==> config.mk <==
export PLATFORM = sky130hd
export DESIGN_NAME = diffeq_engine
export DESIGN_NICKNAME = d
export VERILOG_FILES = /design/src/rtl/diffeq_pkg.sv /design/src/rtl/diffeq_mul.sv /design/src/rtl/diffeq_ctrl.sv /design/src/rtl/diffeq_datapath.sv /design/src/rtl/diffeq_engine.sv
export SDC_FILE = /design/constraint.sdc
export NUM_CORES = 2
export LEC_CHECK = 0
export BUFFER_PORTS_ARGS = -buffer_cell sky130_fd_sc_hd__clkbuf_2
export CORE_ASPECT_RATIO = 1.25
export CORE_MARGIN = 2
export CORE_UTILIZATION = 55
export CTS_CLUSTER_DIAMETER = 200
export DETAILED_ROUTE_END_ITERATION = 10
export PLACE_DENSITY = 0.76
export RECOVER_POWER = 50
export SLEW_MARGIN = 20
export SYNTH_ARGS = -nofsm -noshare
export SYNTH_HDL_FRONTEND = slang
export SYNTH_SLANG_ARGS = --single-unit
==> constraint.sdc <==
create_clock -name clk -period 5.63 [get_ports clk]
set_clock_uncertainty 0.2 [all_clocks]
set_input_delay 1.126 -clock clk [delete_from_list [all_inputs] [get_ports clk]]
set_output_delay 1.126 -clock clk [all_outputs]
set_load 0.02 [all_outputs]
==> src/rtl/diffeq_pkg.sv <==
package diffeq_pkg;
  localparam int unsigned DATA_W    = 16;
  localparam int unsigned NUM_STEPS = 4;

  typedef enum logic [1:0] {
    STEP1 = 2'd0,
    STEP2 = 2'd1,
    STEP3 = 2'd2,
    STEP4 = 2'd3
  } step_e;

  typedef logic [NUM_STEPS-1:0] step_en_t;
endpackage

==> src/rtl/diffeq_mul.sv <==
// Dedicated signed multiplier, low-half product (wraps).
module diffeq_mul #(
  parameter int unsigned W = 16
) (
  input  logic signed [W-1:0] op_a,
  input  logic signed [W-1:0] op_b,
  output logic signed [W-1:0] prod
);
  logic signed [2*W-1:0] full;
  assign full = op_a * op_b;
  assign prod = full[W-1:0];
endmodule

==> src/rtl/diffeq_ctrl.sv <==
// Four-state Moore sequencer with a run flag and an auto-repeat latch.
module diffeq_ctrl
  import diffeq_pkg::*;
(
  input  logic     clk,
  input  logic     rst_n,
  input  logic     accept,
  input  logic     auto_req,
  input  logic     cont,
  output logic     running,
  output step_en_t step_en,
  output logic     load_new,
  output logic     load_loop,
  output logic     writeback
);
  step_e step_q;
  logic  run_q;
  logic  auto_q;

  always_ff @(posedge clk) begin
    if (!rst_n) begin
      run_q  <= 1'b0;
      step_q <= STEP1;
      auto_q <= 1'b0;
    end else if (accept) begin
      run_q  <= 1'b1;
      step_q <= STEP1;
      auto_q <= auto_req;
    end else if (run_q) begin
      if (step_q == STEP4) begin
        step_q <= STEP1;
        run_q  <= auto_q && cont;
      end else begin
        step_q <= step_e'(step_q + 2'd1);
      end
    end
  end

  for (genvar s = 0; s < NUM_STEPS; s++) begin : g_step_dec
    assign step_en[s] = run_q && (step_q == step_e'(s));
  end

  assign running   = run_q;
  assign load_new  = accept;
  assign writeback = step_en[NUM_STEPS-1];
  assign load_loop = writeback && auto_q && cont;


  step_order_chk: assert property (@(posedge clk) disable iff (!rst_n)
    (run_q && step_q != STEP4 && !accept) |=> (step_q == step_e'($past(step_q) + 2'd1)));

  step_wrap_chk: assert property (@(posedge clk) disable iff (!rst_n)
    (run_q && step_q == STEP4 && auto_q && cont) |=> (run_q && step_q == STEP1));

  auto_stop_chk: assert property (@(posedge clk) disable iff (!rst_n)
    (run_q && step_q == STEP4 && !(auto_q && cont)) |=> !run_q);

  step_onehot_chk: assert property (@(posedge clk) disable iff (!rst_n)
    $onehot0(step_en));
endmodule

==> src/rtl/diffeq_datapath.sv <==
// Dedicated-resource datapath: one unit and one register per scheduled operation.
module diffeq_datapath
  import diffeq_pkg::*;
#(
  parameter int unsigned W = DATA_W
) (
  input  logic                clk,
  input  logic                rst_n,
  input  logic                load_new,
  input  logic                load_loop,
  input  step_en_t            step_en,
  input  logic                writeback,
  input  logic signed [W-1:0] x_i,
  input  logic signed [W-1:0] y_i,
  input  logic signed [W-1:0] u_i,
  input  logic signed [W-1:0] dx_i,
  input  logic signed [W-1:0] a_i,
  output logic signed [W-1:0] x_o,
  output logic signed [W-1:0] y_o,
  output logic signed [W-1:0] u_o,
  output logic                c_o,
  output logic                cont
);
  localparam logic signed [W-1:0] THREE = W'(3);

  logic signed [W-1:0] xr, yr, ur, dxr, ar;
  // step 1 results
  logic signed [W-1:0] m3x_q, mudx_q, m3y_q, mudy_q, xnew_q;
  // step 2 results
  logic signed [W-1:0] t1_q, t2_q, ynew_q;
  logic                lt_q;
  // step 3 result
  logic signed [W-1:0] d1_q;

  logic signed [W-1:0] m3x_d, mudx_d, m3y_d, mudy_d, t1_d, t2_d, unew_d;

  diffeq_mul #(.W(W)) i_mul_3x  (.op_a(THREE),  .op_b(xr),     .prod(m3x_d));
  diffeq_mul #(.W(W)) i_mul_udx (.op_a(ur),     .op_b(dxr),    .prod(mudx_d));
  diffeq_mul #(.W(W)) i_mul_3y  (.op_a(THREE),  .op_b(yr),     .prod(m3y_d));
  diffeq_mul #(.W(W)) i_mul_udy (.op_a(ur),     .op_b(dxr),    .prod(mudy_d));
  diffeq_mul #(.W(W)) i_mul_t1  (.op_a(m3x_q),  .op_b(mudx_q), .prod(t1_d));
  diffeq_mul #(.W(W)) i_mul_t2  (.op_a(m3y_q),  .op_b(dxr),    .prod(t2_d));

  assign unew_d = d1_q - t2_q;
  assign cont   = lt_q;

  // operand registers
  always_ff @(posedge clk) begin
    if (!rst_n) begin
      xr <= '0; yr <= '0; ur <= '0; dxr <= '0; ar <= '0;
    end else if (load_new) begin
      xr <= x_i; yr <= y_i; ur <= u_i; dxr <= dx_i; ar <= a_i;
    end else if (load_loop) begin
      xr <= xnew_q; yr <= ynew_q; ur <= unew_d;
    end
  end

  // step 1
  always_ff @(posedge clk) begin
    if (!rst_n) begin
      m3x_q <= '0; mudx_q <= '0; m3y_q <= '0; mudy_q <= '0; xnew_q <= '0;
    end else if (step_en[0]) begin
      m3x_q  <= m3x_d;
      mudx_q <= mudx_d;
      m3y_q  <= m3y_d;
      mudy_q <= mudy_d;
      xnew_q <= xr + dxr;
    end
  end

  // step 2
  always_ff @(posedge clk) begin
    if (!rst_n) begin
      t1_q <= '0; t2_q <= '0; ynew_q <= '0; lt_q <= 1'b0;
    end else if (step_en[1]) begin
      t1_q   <= t1_d;
      t2_q   <= t2_d;
      ynew_q <= yr + mudy_q;
      lt_q   <= xnew_q < ar;
    end
  end

  // step 3
  always_ff @(posedge clk) begin
    if (!rst_n)          d1_q <= '0;
    else if (step_en[2]) d1_q <= ur - t1_q;
  end

  // step 4: write-back
  always_ff @(posedge clk) begin
    if (!rst_n) begin
      x_o <= '0; y_o <= '0; u_o <= '0; c_o <= 1'b0;
    end else if (writeback) begin
      x_o <= xnew_q;
      y_o <= ynew_q;
      u_o <= unew_d;
      c_o <= lt_q;
    end
  end


  s1_hold_chk: assert property (@(posedge clk) disable iff (!rst_n)
    !step_en[0] |=> $stable({m3x_q, mudx_q, m3y_q, mudy_q, xnew_q}));

  s2_hold_chk: assert property (@(posedge clk) disable iff (!rst_n)
    !step_en[1] |=> $stable({t1_q, t2_q, ynew_q, lt_q}));

  s3_hold_chk: assert property (@(posedge clk) disable iff (!rst_n)
    !step_en[2] |=> $stable(d1_q));

  operand_hold_chk: assert property (@(posedge clk) disable iff (!rst_n)
    !(load_new || load_loop) |=> $stable({xr, yr, ur, dxr, ar}));
endmodule

==> src/rtl/diffeq_engine.sv <==
module diffeq_engine
  import diffeq_pkg::*;
#(
  parameter int unsigned W = DATA_W
) (
  input  logic                clk,
  input  logic                rst_n,
  input  logic                in_valid,
  output logic                in_ready,
  input  logic                auto_mode,
  input  logic signed [W-1:0] x_in,
  input  logic signed [W-1:0] y_in,
  input  logic signed [W-1:0] u_in,
  input  logic signed [W-1:0] dx_in,
  input  logic signed [W-1:0] a_in,
  output logic                busy,
  output logic                done,
  output logic signed [W-1:0] x_out,
  output logic signed [W-1:0] y_out,
  output logic signed [W-1:0] u_out,
  output logic                c_out
);
  logic     running, accept, load_new, load_loop, writeback, cont;
  step_en_t step_en;
  logic     done_q;

  assign in_ready = !running;
  assign busy     = running;
  assign accept   = in_valid && !running;

  diffeq_ctrl i_ctrl (
    .clk(clk), .rst_n(rst_n), .accept(accept), .auto_req(auto_mode),
    .cont(cont), .running(running), .step_en(step_en),
    .load_new(load_new), .load_loop(load_loop), .writeback(writeback)
  );

  diffeq_datapath #(.W(W)) i_dp (
    .clk(clk), .rst_n(rst_n), .load_new(load_new), .load_loop(load_loop),
    .step_en(step_en), .writeback(writeback),
    .x_i(x_in), .y_i(y_in), .u_i(u_in), .dx_i(dx_in), .a_i(a_in),
    .x_o(x_out), .y_o(y_out), .u_o(u_out), .c_o(c_out), .cont(cont)
  );

  always_ff @(posedge clk) begin
    if (!rst_n) done_q <= 1'b0;
    else        done_q <= writeback;
  end
  assign done = done_q;


  done_pulse_chk: assert property (@(posedge clk) disable iff (!rst_n)
    done |=> !done);

  out_hold_chk: assert property (@(posedge clk) disable iff (!rst_n)
    !done |-> $stable({x_out, y_out, u_out, c_out}));

  single_pass_chk: assert property (@(posedge clk) disable iff (!rst_n)
    (accept && !auto_mode) |=> ##3 (busy ##1 !busy));
endmodule

==> impl_metrics.prom <==
# TYPE chip_impl_metric gauge
chip_impl_metric{name="critical_path.max_fanout",unit=""} 5
chip_impl_metric{name="synth_cell_types",unit=""} 63
chip_impl_info{name="series_of_cell_instances_along_the_critical_path",value="buf_4, and2_1, fa_1, inv_1, fa_1, fa_1, inv_1, fa_1, fa_1, inv_1, fa_1, inv_1, ha_1, nand2_1, o31ai_2, o41ai_2, xnor2_1, o21ai_1, and2_1"} 1
chip_impl_info{name="synth_commonest_cells",value="sky130_fd_sc_hd__nand2_1 (626), sky130_fd_sc_hd__inv_1 (453), sky130_fd_sc_hd__ha_1 (316)"} 1
chip_impl_metric{name="report.final.hold_viol_count",unit=""} 0
chip_impl_info{name="critical_path.most_common_cell",value="sky130_fd_sc_hd__fa_1"} 1
chip_impl_metric{name="fmax",unit="MHz"} 182
chip_impl_metric{name="io-pin-count",unit=""} 136
chip_impl_info{name="cp-end-kind",value="flip-flop"} 1
chip_impl_metric{name="grt_pass1_wl",unit="µm"} 124000
chip_impl_metric{name="gp_congestion",unit=""} 0.974
chip_impl_metric{name="die-area",unit="mm²"} 0.0498
chip_impl_metric{name="synth_fp_nets",unit=""} 3900
chip_impl_metric{name="layout.cells.non_filler",unit=""} 4057
chip_impl_info{name="cts_root_buf",value="sky130_fd_sc_hd__clkbuf_16"} 1
chip_impl_metric{name="power_per_cell_area",unit="mW/mm²"} 175
chip_impl_metric{name="total_power",unit="mW"} 5.16
chip_impl_info{name="failed_checks",value="max-capacitance violations, max-slew violations"} 1
chip_impl_info{name="timing.critical_path.slowest_stage_cell",value="sky130_fd_sc_hd__fa_1"} 1
chip_impl_metric{name="critical_path_arrival",unit="ns"} 5.75
chip_impl_metric{name="number_of_enable_flip_flop_cells_after_synthesis",unit=""} 0
chip_impl_info{name="synth_top_flop_cell",value="sky130_fd_sc_hd__dfxtp_1"} 1
chip_impl_metric{name="fin_crit",unit="ns"} 5.50
chip_impl_metric{name="core_area",unit="mm²"} 0.0473
chip_impl_metric{name="syn-mean-instance-area",unit="µm²"} 8.11
chip_impl_info{name="rsz_0062_raised_after_global_routing",value="true"} 1
chip_impl_info{name="yosys.area.top_type",value="sky130_fd_sc_hd__dfxtp_1"} 1
chip_impl_info{name="synth.most_common_cell",value="sky130_fd_sc_hd__nand2_1"} 1
chip_impl_info{name="run_status",value="finished with violations"} 1
chip_impl_metric{name="initial_core_util",unit=""} 0.558
chip_impl_metric{name="nNetsFinal",unit=""} 4042
chip_impl_metric{name="critical_path_required",unit="ns"} 5.88
chip_impl_metric{name="max-slew-margin-rel",unit=""} -0.455
chip_impl_metric{name="post-synth-top-area-fraction",unit=""} 0.199
chip_impl_metric{name="max_cap_viol_count",unit=""} 3
chip_impl_metric{name="total_grt_usage",unit=""} 0.320
chip_impl_metric{name="whs",unit="ns"} 0.257
chip_impl_metric{name="area_growth",unit="%"} 11.6
chip_impl_metric{name="worst_pin_slew",unit="ns"} 2.18
chip_impl_metric{name="ys_seq_elements",unit=""} 263
chip_impl_metric{name="pre_cts_setup_slack",unit="ns"} -0.145
chip_impl_info{name="synth_area_leaders",value="sky130_fd_sc_hd__dfxtp_1 (20%), sky130_fd_sc_hd__fa_1 (18%), sky130_fd_sc_hd__ha_1 (15%), sky130_fd_sc_hd__nand2_1 (8.9%), sky130_fd_sc_hd__inv_1 (6.4%)"} 1
chip_impl_metric{name="die-height",unit="µm"} 249
chip_impl_metric{name="cts-buffers-inserted",unit=""} 27
chip_impl_metric{name="layout_worst_path_cycle_share",unit=""} 0.977
chip_impl_metric{name="post-place-cells",unit=""} 4006
chip_impl_metric{name="highest_ir_drop_seen_on_vdd",unit="µV"} 212
chip_impl_metric{name="die_width",unit="µm"} 200
chip_impl_metric{name="drcViolationCount",unit=""} 0
chip_impl_metric{name="hold_buf_cts",unit=""} 0
chip_impl_metric{name="synth.yosys.seq_area_share",unit=""} 0.199
chip_impl_metric{name="number_of_global_route_vias_before_repair",unit=""} 23100
chip_impl_metric{name="place.port_buffers",unit=""} 135
chip_impl_metric{name="syn-cell-area",unit="mm²"} 0.0264
chip_impl_metric{name="drt-vias-per-instance",unit=""} 5.60
chip_impl_metric{name="asyncSetResetFlopFracSynth",unit=""} 0
chip_impl_metric{name="clock_latency_late_sink",unit="ns"} 0.57
chip_impl_metric{name="antenna_violations_before_repair",unit=""} 3
chip_impl_metric{name="yosys_warnings",unit=""} 0
chip_impl_metric{name="drt_wl_total",unit="µm"} 77600
chip_impl_metric{name="cts.reportedPaths.clkPinSlew",unit="ns"} 0.07
chip_impl_metric{name="drtIter0Drc",unit=""} 1519
chip_impl_metric{name="drtAntennaViolNets",unit=""} 0
chip_impl_metric{name="grt_max_degree",unit=""} 92
chip_impl_info{name="hold_crit_class",value="flip-flop to flip-flop"} 1
chip_impl_metric{name="clkSinkCount",unit=""} 263
chip_impl_info{name="cp-start-kind",value="flip-flop"} 1
chip_impl_metric{name="via_count",unit=""} 22700
chip_impl_metric{name="maxSlewViolCount",unit=""} 102
chip_impl_metric{name="cts-root-to-sink-buffers",unit=""} 3
chip_impl_metric{name="core.rowCount",unit=""} 89
chip_impl_info{name="cts_tree",value="built"} 1
chip_impl_metric{name="h-tree-depth",unit=""} 1
chip_impl_metric{name="maximum_single_stage_delay_on_the_critical_path",unit="ns"} 0.55
chip_impl_metric{name="post-route-worst-setup-slack",unit="ns"} 0.132
chip_impl_metric{name="report.final.setup_viol",unit=""} 0
chip_impl_info{name="critical_path_class",value="flip-flop to flip-flop"} 1
chip_impl_metric{name="final_layout_size_suffix_gt1_frac",unit=""} 0.101
chip_impl_metric{name="wl_per_cell",unit="µm"} 19.1
chip_impl_metric{name="detailedRoute.firstPassIterationCount",unit=""} 6
chip_impl_metric{name="total_leakage_power",unit="nW"} 13.5
chip_impl_metric{name="count_of_mapped_cells_out_of_synthesis",unit=""} 3257
chip_impl_metric{name="total_gr_overflow",unit=""} 0
chip_impl_metric{name="place.detailed.hpwl",unit="µm"} 61400
-- metrics by stage --
stage | utilization | setup TNS, ns | area [µm²]
final | 0.622 | 0 | 29500
after global routing | 0.622 | -0.151 | 29500
after CTS | 0.620 | 0 | 29300
after detailed placement | 0.600 | -0.191 | 28400
after global placement | 0.600 | -0.0402 | 28400
after floorplan | - | 0 | 26400
-- power by group --
group	total, mW	internal [mW]	switching (mW)	leakage, nW
Combinational	1.21	0.500	0.707	11.0
Clock	1.86	1.02	0.845	0.428
Sequential	2.09	1.94	0.150	2.16
-- worst max-delay path: cells and delay by family, from the launching register on --
| family | cells | cell delay [ns] |
|---|---|---|
| DFF | 1 | 0.34 |
| AOI/OAI and AO/OA | 3 | 0.52 |
| and+or+nand+nor | 3 | 0.43 |
| xor gates and xnor gates | 1 | 0.17 |
| adders and majority gates | 7 | 3.39 |
| buffers and inverters | 5 | 0.35 |
-- layout make-up --
type                    count  area (µm²)
diodes                      2        5.00
multi-input cells        2383       19000
clock buffers              32         724
repair buffers            270        1720
clock inverters            16         161
inverters                 454        1710
fillers                  4142       17900
flip-flops and latches    263        5320
well taps                 637         797
-- cells by family after synthesis --
logic type,Yosys count,synth area share
xor gates and xnor gates,185,0.0629
buffers and inverters,611,0.0875
adders and majority gates,559,0.334
muxes,6,0.00232
and+or+nand+nor,1096,0.187
DFF,263,0.199
AOI/OAI and AO/OA,537,0.127
-- metal layers --
metal	track usage	routed length [µm]
met1	0.408	30500
met2	0.524	36300
met3	0.0466	6360
met4	0.165	4500
met5	0	26
-- path summary, 6_finish.rpt --
path | start | endpoint | slack (ns) | cells after the start
min | i_dp.ar[6] | i_dp.ar[6] | 0.26 | 2
max reg2reg | i_dp.dxr[4] | i_dp.mudy_q[15] | 0.13 | 19
min reg2reg | i_dp.ar[6] | i_dp.ar[6] | 0.26 | 2
max | i_dp.dxr[4] | i_dp.mudy_q[15] | 0.13 | 19
-- placed cells by master (no fill, tap or decap), types with 9 or more instances in the layout --
cell and instances:
sky130_fd_sc_hd__a21oi_1 230, sky130_fd_sc_hd__and3_1 9, sky130_fd_sc_hd__clkbuf_1 56, sky130_fd_sc_hd__clkbuf_16 27, sky130_fd_sc_hd__and2_1 199, sky130_fd_sc_hd__a211oi_1 24, sky130_fd_sc_hd__o21a_1 24, sky130_fd_sc_hd__fa_1 238
sky130_fd_sc_hd__a31oi_1 10, sky130_fd_sc_hd__clkbuf_2 84, sky130_fd_sc_hd__nor3_1 20, sky130_fd_sc_hd__o21ai_1 11, sky130_fd_sc_hd__nand3_1 30, sky130_fd_sc_hd__inv_1 452, sky130_fd_sc_hd__nor2b_1 20, sky130_fd_sc_hd__o211ai_1 14
sky130_fd_sc_hd__nand2b_1 21, sky130_fd_sc_hd__or3_1 13, sky130_fd_sc_hd__o21ai_0 87, sky130_fd_sc_hd__xor2_1 56, sky130_fd_sc_hd__a311oi_1 33, sky130_fd_sc_hd__buf_4 121, sky130_fd_sc_hd__nor2_1 119, sky130_fd_sc_hd__ha_1 311
sky130_fd_sc_hd__nand4_1 10, sky130_fd_sc_hd__xnor2_1 126, sky130_fd_sc_hd__dfxtp_1 232, sky130_fd_sc_hd__nand2_1 620, sky130_fd_sc_hd__dfxtp_2 24, sky130_fd_sc_hd__a21o_1 36
-- repair_timing --
action | 4_1_cts | 5_1_grt
buffers inserted | 0 | 1
resized for setup | 10 | 70
pin swaps | 0 | 23
setup endpoints to repair | 3 | 13
(Power assumes the default switching activity.)
